**src/rtl/bsd_pkg.sv**
```systemverilog
package bsd_pkg;
  localparam logic [7:0] MARK       = 8'hAF;
  localparam logic [7:0] CODE_WR    = 8'h20;
  localparam logic [7:0] CODE_COPY  = 8'h6A;
  localparam int         COPY_LEN   = 7;

  localparam int F_HACT   = 8'h0F;
  localparam int F_PCLK   = 8'h1B;
  localparam int F_BASE16 = 8'h20;
  localparam int F_BASE8  = 8'h26;

  typedef enum logic [2:0] {
    S_IDLE, S_CODE, S_ADDR, S_DATA, S_SKIP
  } pstate_t;
endpackage

```
**src/rtl/bsd_parser.sv**
```systemverilog
module bsd_parser
  import bsd_pkg::*;
#(
  parameter int SKIP_LEN = COPY_LEN
) (
  input  logic       clk,
  input  logic       rst,
  input  logic       in_valid,
  input  logic [7:0] in_data,
  output logic       in_ready,
  output logic       wr_en,
  output logic [7:0] wr_addr,
  output logic [7:0] wr_data,
  output logic       err
);
  localparam int CW = $clog2(SKIP_LEN + 1);

  pstate_t       st;
  logic [CW-1:0] cnt;
  logic          take;

  assign take = in_valid & in_ready;

  always_ff @(posedge clk) begin
    if (rst) begin
      st       <= S_IDLE;
      in_ready <= 1'b0;
      wr_en    <= 1'b0;
      wr_addr  <= '0;
      wr_data  <= '0;
      err      <= 1'b0;
      cnt      <= '0;
    end else begin
      in_ready <= 1'b1;
      wr_en    <= 1'b0;
      if (take) begin
        case (st)
          S_IDLE: if (in_data == MARK) st <= S_CODE;
          S_CODE: begin
            if (in_data == MARK) begin
              st <= S_CODE;
            end else if (in_data == CODE_WR) begin
              st <= S_ADDR;
            end else if (in_data == CODE_COPY) begin
              st  <= S_SKIP;
              cnt <= CW'(SKIP_LEN - 1);
            end else begin
              err <= 1'b1;
              st  <= S_IDLE;
            end
          end
          S_ADDR: begin
            wr_addr <= in_data;
            st      <= S_DATA;
          end
          S_DATA: begin
            wr_data <= in_data;
            wr_en   <= 1'b1;
            st      <= S_IDLE;
          end
          S_SKIP: begin
            if (cnt == '0) st <= S_IDLE;
            else           cnt <= cnt - 1'b1;
          end
          default: st <= S_IDLE;
        endcase
      end
    end
  end

  // a write takes four bytes, so write pulses never touch
  a_r2_wr_spaced: assert property (@(posedge clk) disable iff (rst)
    wr_en |=> !wr_en);
  // error flag holds until reset
  a_r6_err_sticky: assert property (@(posedge clk) disable iff (rst)
    err |=> err);
  // skipped payload never produces a write
  a_r5_skip_no_write: assert property (@(posedge clk) disable iff (rst)
    (st == S_SKIP) |=> !wr_en);
endmodule

```
**src/rtl/bsd_regfile.sv**
```systemverilog
module bsd_regfile #(
  parameter int         DEPTH      = 64,
  parameter int         CTRL_ADDR  = 8'h3F,
  parameter logic [7:0] LOCK_VAL   = 8'h01,
  parameter logic [7:0] UNLOCK_VAL = 8'h00
) (
  input  logic                  clk,
  input  logic                  rst,
  input  logic                  wr_en,
  input  logic [7:0]            wr_addr,
  input  logic [7:0]            wr_data,
  output logic [DEPTH-1:0][7:0] act,
  output logic                  locked,
  output logic                  commit
);
  logic ctrl_hit, do_lock, do_unlock;

  assign ctrl_hit  = wr_en && (wr_addr == 8'(CTRL_ADDR));
  assign do_lock   = ctrl_hit && (wr_data == LOCK_VAL);
  assign do_unlock = ctrl_hit && (wr_data == UNLOCK_VAL) && locked;

  always_ff @(posedge clk) begin
    if (rst) begin
      locked <= 1'b0;
      commit <= 1'b0;
    end else begin
      commit <= do_unlock;
      if (do_lock)        locked <= 1'b1;
      else if (do_unlock) locked <= 1'b0;
    end
  end

  for (genvar i = 0; i < DEPTH; i++) begin : g_reg
    if (i == CTRL_ADDR) begin : g_ctrl
      assign act[i] = 8'h00;
    end else begin : g_data
      logic [7:0] shd_q, act_q;
      logic       hit;
      assign hit = wr_en && (wr_addr == 8'(i));
      always_ff @(posedge clk) begin
        if (rst) begin
          shd_q <= '0;
          act_q <= '0;
        end else begin
          if (hit) shd_q <= wr_data;
          if (do_unlock)         act_q <= shd_q;
          else if (hit && !locked) act_q <= wr_data;
        end
      end
      assign act[i] = act_q;
    end
  end

  // commit is a single-cycle strobe
  a_r8_commit_pulse: assert property (@(posedge clk) disable iff (rst)
    commit |=> !commit);
  // commit leaves the block unlocked
  a_r8_commit_unlocks: assert property (@(posedge clk) disable iff (rst)
    commit |-> !locked);
  // while locked, the active set only moves on a commit
  a_r7_locked_hold: assert property (@(posedge clk) disable iff (rst)
    locked |=> ($stable(act) || commit));
endmodule

```
**src/rtl/bsd_field.sv**
```systemverilog
module bsd_field #(
  parameter int NB        = 2,
  parameter bit MSB_FIRST = 1'b1
) (
  input  logic [NB-1:0][7:0] bytes,
  output logic [8*NB-1:0]    val
);
  for (genvar k = 0; k < NB; k++) begin : g_b
    if (MSB_FIRST) begin : g_be
      assign val[8*(NB-1-k) +: 8] = bytes[k];
    end else begin : g_le
      assign val[8*k +: 8] = bytes[k];
    end
  end
endmodule

```
**src/rtl/bulk_reg_decoder.sv**
```systemverilog
module bulk_reg_decoder
  import bsd_pkg::*;
#(
  parameter int         DEPTH      = 64,
  parameter int         CTRL_ADDR  = 8'h3F,
  parameter logic [7:0] LOCK_VAL   = 8'h01,
  parameter logic [7:0] UNLOCK_VAL = 8'h00
) (
  input  logic        clk,
  input  logic        rst,
  input  logic        s_valid,
  output logic        s_ready,
  input  logic [7:0]  s_data,
  input  logic [7:0]  rd_addr,
  output logic [7:0]  rd_data,
  output logic [15:0] h_active,
  output logic [15:0] pix_clk,
  output logic [23:0] base16,
  output logic [23:0] base8,
  output logic        locked,
  output logic        commit,
  output logic        err
);
  localparam int IW = $clog2(DEPTH);

  logic                  wr_en;
  logic [7:0]            wr_addr, wr_data;
  logic [DEPTH-1:0][7:0] act;

  bsd_parser #(.SKIP_LEN(COPY_LEN)) u_parse (
    .clk(clk), .rst(rst),
    .in_valid(s_valid), .in_data(s_data), .in_ready(s_ready),
    .wr_en(wr_en), .wr_addr(wr_addr), .wr_data(wr_data), .err(err)
  );

  bsd_regfile #(
    .DEPTH(DEPTH), .CTRL_ADDR(CTRL_ADDR),
    .LOCK_VAL(LOCK_VAL), .UNLOCK_VAL(UNLOCK_VAL)
  ) u_regs (
    .clk(clk), .rst(rst),
    .wr_en(wr_en), .wr_addr(wr_addr), .wr_data(wr_data),
    .act(act), .locked(locked), .commit(commit)
  );

  always_comb begin
    if (rd_addr == 8'(CTRL_ADDR))    rd_data = {7'b0, locked};
    else if (32'(rd_addr) < DEPTH)   rd_data = act[rd_addr[IW-1:0]];
    else                             rd_data = 8'h00;
  end

  bsd_field #(.NB(2), .MSB_FIRST(1'b1)) u_hact (
    .bytes(act[F_HACT+1:F_HACT]), .val(h_active));
  bsd_field #(.NB(2), .MSB_FIRST(1'b0)) u_pclk (
    .bytes(act[F_PCLK+1:F_PCLK]), .val(pix_clk));
  bsd_field #(.NB(3), .MSB_FIRST(1'b1)) u_b16 (
    .bytes(act[F_BASE16+2:F_BASE16]), .val(base16));
  bsd_field #(.NB(3), .MSB_FIRST(1'b1)) u_b8 (
    .bytes(act[F_BASE8+2:F_BASE8]), .val(base8));
endmodule

```
**config.mk**
```make
export PLATFORM = sky130hd
export DESIGN_NAME = bulk_reg_decoder
export DESIGN_NICKNAME = d
export VERILOG_FILES = /design/src/rtl/bsd_pkg.sv /design/src/rtl/bsd_parser.sv /design/src/rtl/bsd_regfile.sv /design/src/rtl/bsd_field.sv /design/src/rtl/bulk_reg_decoder.sv
export SDC_FILE = /design/constraint.sdc
export NUM_CORES = 2
export LEC_CHECK = 0
export ABC_AREA = 1
export CAP_MARGIN = 20
export CORE_ASPECT_RATIO = 0.8
export CORE_MARGIN = 5
export CORE_UTILIZATION = 48
export CTS_CLUSTER_DIAMETER = 30
export DETAILED_ROUTE_END_ITERATION = 10
export PLACE_DENSITY = 0.64
export SYNTH_ARGS = -nofsm -noshare
export SYNTH_HDL_FRONTEND = slang
export SYNTH_SLANG_ARGS = --single-unit
```
**constraint.sdc**
```tcl
create_clock -name clk -period 3.1 [get_ports clk]
set_input_delay 0.93 -clock clk [delete_from_list [all_inputs] [get_ports clk]]
set_output_delay 0.93 -clock clk [all_outputs]
set_load 0.01 [all_outputs]
```
# Word-level counts from Yosys, hierarchy flattened
# Index checks and enable logic that the tools add are counted.
[op_classes]
n_addsub = 1
n_mul = 0
div = 0
order_cmp = 2
n_eq_ne = 78
shift = 0
n_mux = 145
bitwise = 5
n_reduce_logical = 206
[op_table]
columns = ["operator", "n"]
rows = [
  ["8-bit 2-to-1 mux", 129],
  ["8-bit by 6-bit equality test with 1-bit output (second input constant)", 34],
  ["1-bit logical AND", 130],
  ["2-bit nonzero test", 65],
  ["8-bit by 5-bit equality test with 1-bit output (second input constant)", 16],
  ["8-bit by 4-bit equality test with 1-bit output (second input constant)", 8],
  ["8-bit binary-select mux with 6-bit select", 1],
  ["8-bit by 3-bit equality test with 1-bit output (second input constant)", 4],
  ["3-bit 2-to-1 mux", 9],
  ["8-bit by 1-bit equality test with 1-bit output (second input constant)", 2],
  ["8-bit by 2-bit equality test with 1-bit output (second input constant)", 2],
  ["8-bit logical NOT", 2],
  ["3-bit one-hot mux with 4 select lines", 1],
  ["8-bit by 7-bit equality test with 1-bit output (second input constant)", 1],
  ["8-bit equality test (second input constant)", 1],
  ["8-bit by 7-bit < comparator with 1-bit output (second input constant)", 1],
  ["6-bit by 7-bit < comparator with 1-bit output (second input constant)", 1],
  ["3-bit by 2-bit equality test with 1-bit output (second input constant)", 2],
  ["3-bit logical NOT", 2],
  ["2-bit by 1-bit != test with 1-bit output (second input constant)", 3],
  ["2-bit != test (second input constant)", 3],
  ["3-bit one-hot mux with 2 select lines", 1],
  ["6-bit AND reduction", 1],
  ["5-bit AND reduction", 1],
  ["other kinds (10)", 17],
]
[word_totals]
register_bits = 1035
latch_bits = 0
ram_bits = 0
rom_bits = 0
mem_count = 0

# Longest topological paths before layout
[depth]
ltp_word = 6
depth_mapped = 13

# Cells and area by module
# From an unflattened synthesis, not the netlist that was laid out.
[hier_totals]
cells_unflattened = 7758
hier_area_um2 = 50802.5
[by_module_without_submodules]
columns = ["module", "n_inst", "cells_per_inst", "area_per_inst_um2", "seq_area_each_um2"]
rows = [
  ["bsd_regfile", 1, 6302, 43625.6, 20219.4],
  ["bulk_reg_decoder", 1, 1212, 5397.7, 0.0],
  ["bsd_parser", 1, 164, 1178.6, 500.5],
  ["bsd_field at u_b16 ...", 2, 24, 180.2, 0.0],
  ["bsd_field at u_hact ...", 2, 16, 120.1, 0.0],
]

# Worst setup path after synthesis
# OpenSTA, ideal clock, no wires.
[synth_timing]
path_type = "input to output"
start = "input port rd_addr[1]"
end = "output port rd_data[1]"
arrival_ps = 2404
required_time_ps = 2170
slack_ps = -234
path_stages = 11
path_cell_list = "buf_2 inv_1 nor2_1 clkbuf_1 clkbuf_1 nand2_1 nand4_1 nand3_1 nand3_1 nand3_1 a21oi_1"
[synth_between]
elab_chain_len = 4
[synth_rtl]
columns = ["item", "line", "rtl"]
rows = [
  ["start: declaration", "bulk_reg_decoder.sv:14", "input logic [7:0] rd_addr,"],
  ["8-bit binary-select mux with 6-bit select", "bulk_reg_decoder.sv:47", "else if (32'(rd_addr) < DEPTH) rd_data = act[rd_addr[IW-1:0]];"],
  ["8-bit 2-to-1 mux (implied by the code)", "bulk_reg_decoder.sv:47", ""],
  ["8-bit 2-to-1 mux", "bulk_reg_decoder.sv:47", ""],
  ["8-bit 2-to-1 mux (*)", "bulk_reg_decoder.sv:46", "if (rd_addr == 8'(CTRL_ADDR)) rd_data = {7'b0, locked};"],
  ["end: declaration", "bulk_reg_decoder.sv:15", "output logic [7:0] rd_data,"],
]
# Every way passes the cells marked *; elsewhere a longest branch is shown, timed or not. The select of a mux whose other input is x is not followed.

# Worst setup path after layout
[layout_timing]
start = "input port rd_addr[0]"
end = "output port rd_data[3]"
# The elaborated chain is that of the path after synthesis.

==> results.tsv <==
stage	metric	value	unit
status	outcome	finished with violations	
status	violations	negative setup slack	
finish	stdcell_count	7718	
global_routing	grt_pass1_wl	252	mm
setup_path	rrSetupSlack	0.29	ns
sta	hold_viol	0	
detailed_routing	via_per_inst	5.80	
setup_path	critPathArrivalTime	2.67	ns
setup_path	cp.required	2.17	ns
finish	fin_util	59.4	%
placed_design	hpwl	101	mm
placed_design	place_area	47700	sq um
setup_path	cp-start-kind	primary input	
detailed_routing	drt-pass1-iter-count	7	
floorplan	die_h	284	um
job	drv_cap	0	
setup_path	path_depth	13	
finish	fin_nets	6361	
sta	tns	-3.57	ns
placed_design	gp_congestion	0.953	
power	sequentialPowerShare	37.6	%
clock_network	cts_max_level	4	
synth	ys_seq_elements	1035	
placed_design	port_buffers	110	
floorplan	start_util	48.3	%
global_routing	grt_pass1_vias	41048	
placed_design	pre_cts_ws	-1.11	ns
finish	final_common_cell	a21oi_1	
setup_path	crit_path_frequent_cell	nand3_2	
floorplan	core	93000	sq um
finish	final_cell_mix	a21oi_1 (1183), o21ai_0 (1093), dfxtp_1 (1030), nand2_1 (1023), nor2_1 (469)	
setup_path	r2r_cells	9	
detailed_routing	wl	166	mm
synth	yosys_warnings	0	
detailed_routing	drt.antenna.violating_nets	0	
sta	slew_headroom	37.8	%
sta	finClkSkew	0.0403	ns
setup_path	critPathBufInv	6	
global_routing	grt.total_usage	31.9	%
synth	yosysSeqAreaShare	46.1	%
placed_design	placed_cells	7357	
finish	area_delta_synth_final	23.0	%
setup_path	reg2reg_from	u_parse.wr_data[5]$_SDFFE_PP0P_	
power	internal-power	27.3	mW
finish	design_area	55200	sq um
clock_network	cts_num_sinks	1035	
power	p_sw	8.16	mW
setup_path	crit_type	in -> out	
detailed_routing	drc	0	
finish	fill_cells	8423	
clock_network	path_clk_slew	0.05	ns
finish	drive_gt1_share	11.5	%
detailed_routing	drt_iter0_markers	4820	
sta	whs	0.446	ns
setup_path	cpMaxStageDelayCell	a21oi_4	
detailed_routing	vias	44790	
sta	worst_slew_pin_slew	0.934	ns
sta	fmax	278	MHz
power	max-vdd-ir-drop	563	uV
power	powerDensity	642	nW/um^2
clock_network	cts.path.max_buffers	3	
sta	worst_slack	-0.498	ns
sta	rsz0062_at_grt	true	
sta	slew_violations	0	
sta	fin_crit	3.60	ns
floorplan	io_pins	111	
clock_network	cts-root-buf	clkbuf_16	
power	pwr-share-clk	58.8	%
synth	ys_types	28	
synth	syn_area	44900	sq um
floorplan	fp.dieW	352	um
setup_path	worstPathCellList	buf_16 > nor2_4 > buf_12 > buf_16 > buf_12 > buf_8 > nand2_2 > nand4_1 > nand3_2 > nand3_2 > nand3_2 > a21oi_4 > buf_6	
setup_path	cp_top_family	buffers and inverters	
setup_path	endpoint	rd_data[3]	
setup_path	cp_max_fo	8	
clock_network	clock_latency	0.77	ns
synth	synth_cells	6366	
synth	synthesis.nets	6387	
setup_path	cp-end-kind	output pin	
setup_path	slowest_delay	0.26	ns
global_routing	grt_overflow_total	0	
detailed_routing	routedWlPerCell	21.6	um
min_path	min_path_type	reg -> reg	
power	p_leak	21.8	nW
power	combPwrFrac	3.6	%
sta	min_period_over_period	116	%
global_routing	antenna_found_initial	2	
global_routing	grt_max_degree	127	
synth	syn-mean-instance-area	7.05	sq um
sta	setup_viol	8	
floorplan	rows	100	
floorplan	floorplan.die_area	99800	sq um
setup_path	cp-startpoint	rd_addr[0]	
clock_network	cts_tree	done	
setup_path	rr_endpoint	u_regs.g_reg[18].g_data.act_q[3]$_SDFFE_PP0P_	
power	p_sw_share	23.0	%
power	power	35.5	mW
clock_network	cts_made_buffers	180	
sequential cells by signal, summed over array words and instances, names as in the netlist:
register	flops
u_parse.wr_addr	8
u_parse.cnt	3
u_regs.locked	1
u_regs.commit	1
u_regs.g.g_data.shd_q	504
u_parse.st	3
u_parse.wr_en	1
u_parse.wr_data	8
u_parse.in_ready	1
u_regs.g.g_data.act_q	504
u_parse.err	1
area by class of cell:
cell class	count	area (sq um)	share of cell area, %
flip-flops and latches	1035	20700	37.5
multi-input cells	4264	20200	36.5
clock buffers	233	5040	9.12
repair buffers	413	4630	8.39
inverters	446	1730	3.13
well taps	1224	1530	2.77
clock inverters	102	1400	2.53
diodes	1	2.50	0.00453
synthesized netlist by cell type:
master	number	share of area, %
xnor2_1	1	0.020
nand3b_1	5	0.084
nand2_1	1032	8.6
or2_2	5	0.070
buf_1	40	0.33
dfxtp_1	1035	46
nand3_1	332	3.7
buf_2	109	1.2
clkbuf_1	369	3.1
ha_1	2	0.056
nand4_2	2	0.056
o21ai_0	1099	12
nand4_1	77	1.1
buf_4	98	1.6
buf_6	4	0.10
clkinv_1	4	0.033
nor2_2	2	0.028
clkbuf_2	1	0.011
a21oi_1	1190	13
nor3_1	6	0.067
nand4_4	1	0.047
o21ai_1	33	0.37
inv_1	436	3.6
nor2_4	1	0.025
inv_2	6	0.050
nor2_1	472	3.9
nor4_1	3	0.042
nand2_2	1	0.014
repair_timing:
| item | CTS | global route |
|---|---|---|
| setup endpoints to repair | 8 | 8 |
| cloned | 9 | 1 |
| hold buffers | 0 | 0 |
| gates resized for setup | 170 | 27 |
| setup buffers | 17 | 0 |
| pin swaps | 26 | 28 |
layer usage:
| layer | up-vias | GRT usage (%) | wire length, um |
|---|---|---|---|
| li1 | 21188 | - | - |
| met1 | 20962 | 46.9 | 74500 |
| met2 | 2278 | 45.3 | 68000 |
| met3 | 362 | 7.39 | 17800 |
| met4 | 0 | 12.0 | 6250 |
| met5 | - | 0 | 0 |
worst min-delay path by stage:
stage	from	endpoint	cells past startpoint
after detailed placement	u_regs.g_reg[19].g_data.shd_q[1]$_SDFFE_PP0P_	u_regs.g_reg[19].g_data.act_q[1]$_SDFFE_PP0P_	2
final	u_regs.g_reg[40].g_data.shd_q[2]$_SDFFE_PP0P_	u_regs.g_reg[40].g_data.act_q[2]$_SDFFE_PP0P_	2
after global placement	u_regs.g_reg[33].g_data.shd_q[4]$_SDFFE_PP0P_	u_regs.g_reg[33].g_data.act_q[4]$_SDFFE_PP0P_	2
after CTS	u_regs.g_reg[36].g_data.shd_q[7]$_SDFFE_PP0P_	u_regs.g_reg[36].g_data.act_q[7]$_SDFFE_PP0P_	2
after floorplan	u_regs.g_reg[0].g_data.shd_q[1]$_SDFFE_PP0P_	u_regs.g_reg[0].g_data.act_q[1]$_SDFFE_PP0P_	2
after global routing	u_regs.g_reg[40].g_data.shd_q[2]$_SDFFE_PP0P_	u_regs.g_reg[40].g_data.act_q[2]$_SDFFE_PP0P_	2
worst reg2reg max path, cell delays in order, from the launching register on:
cell     delay [ns]
dfxtp_1        0.73
inv_4          0.08
nand4_1        0.11
inv_1          0.04
nand4_1        0.11
buf_4          0.22
buf_4          0.48
nand2_1        0.47
o21ai_0        0.33
nor2_1         0.08
cells by family after synthesis:
family / share of synthesized area, %
adder cells (fa/ha/maj): 0.0557
flip-flops: 46.1
buffers and inverters: 10.1
XOR/XNOR: 0.0195
AND/OR/NAND/NOR: 17.8
AO/OA/AOI/OAI: 25.9
power groups by stage:
stage	Sequential, mW	Clock, mW	Combinational, mW
2_1_floorplan	13.6	0	0.567
3_3_place_gp	13.6	0	1.07
3_5_place_dp	13.6	0	1.06
4_1_cts	13.3	21.0	1.22
5_1_grt	13.3	21.7	1.33
6_report	13.3	20.9	1.28
Note: power is estimated with default switching activity, not from simulation.
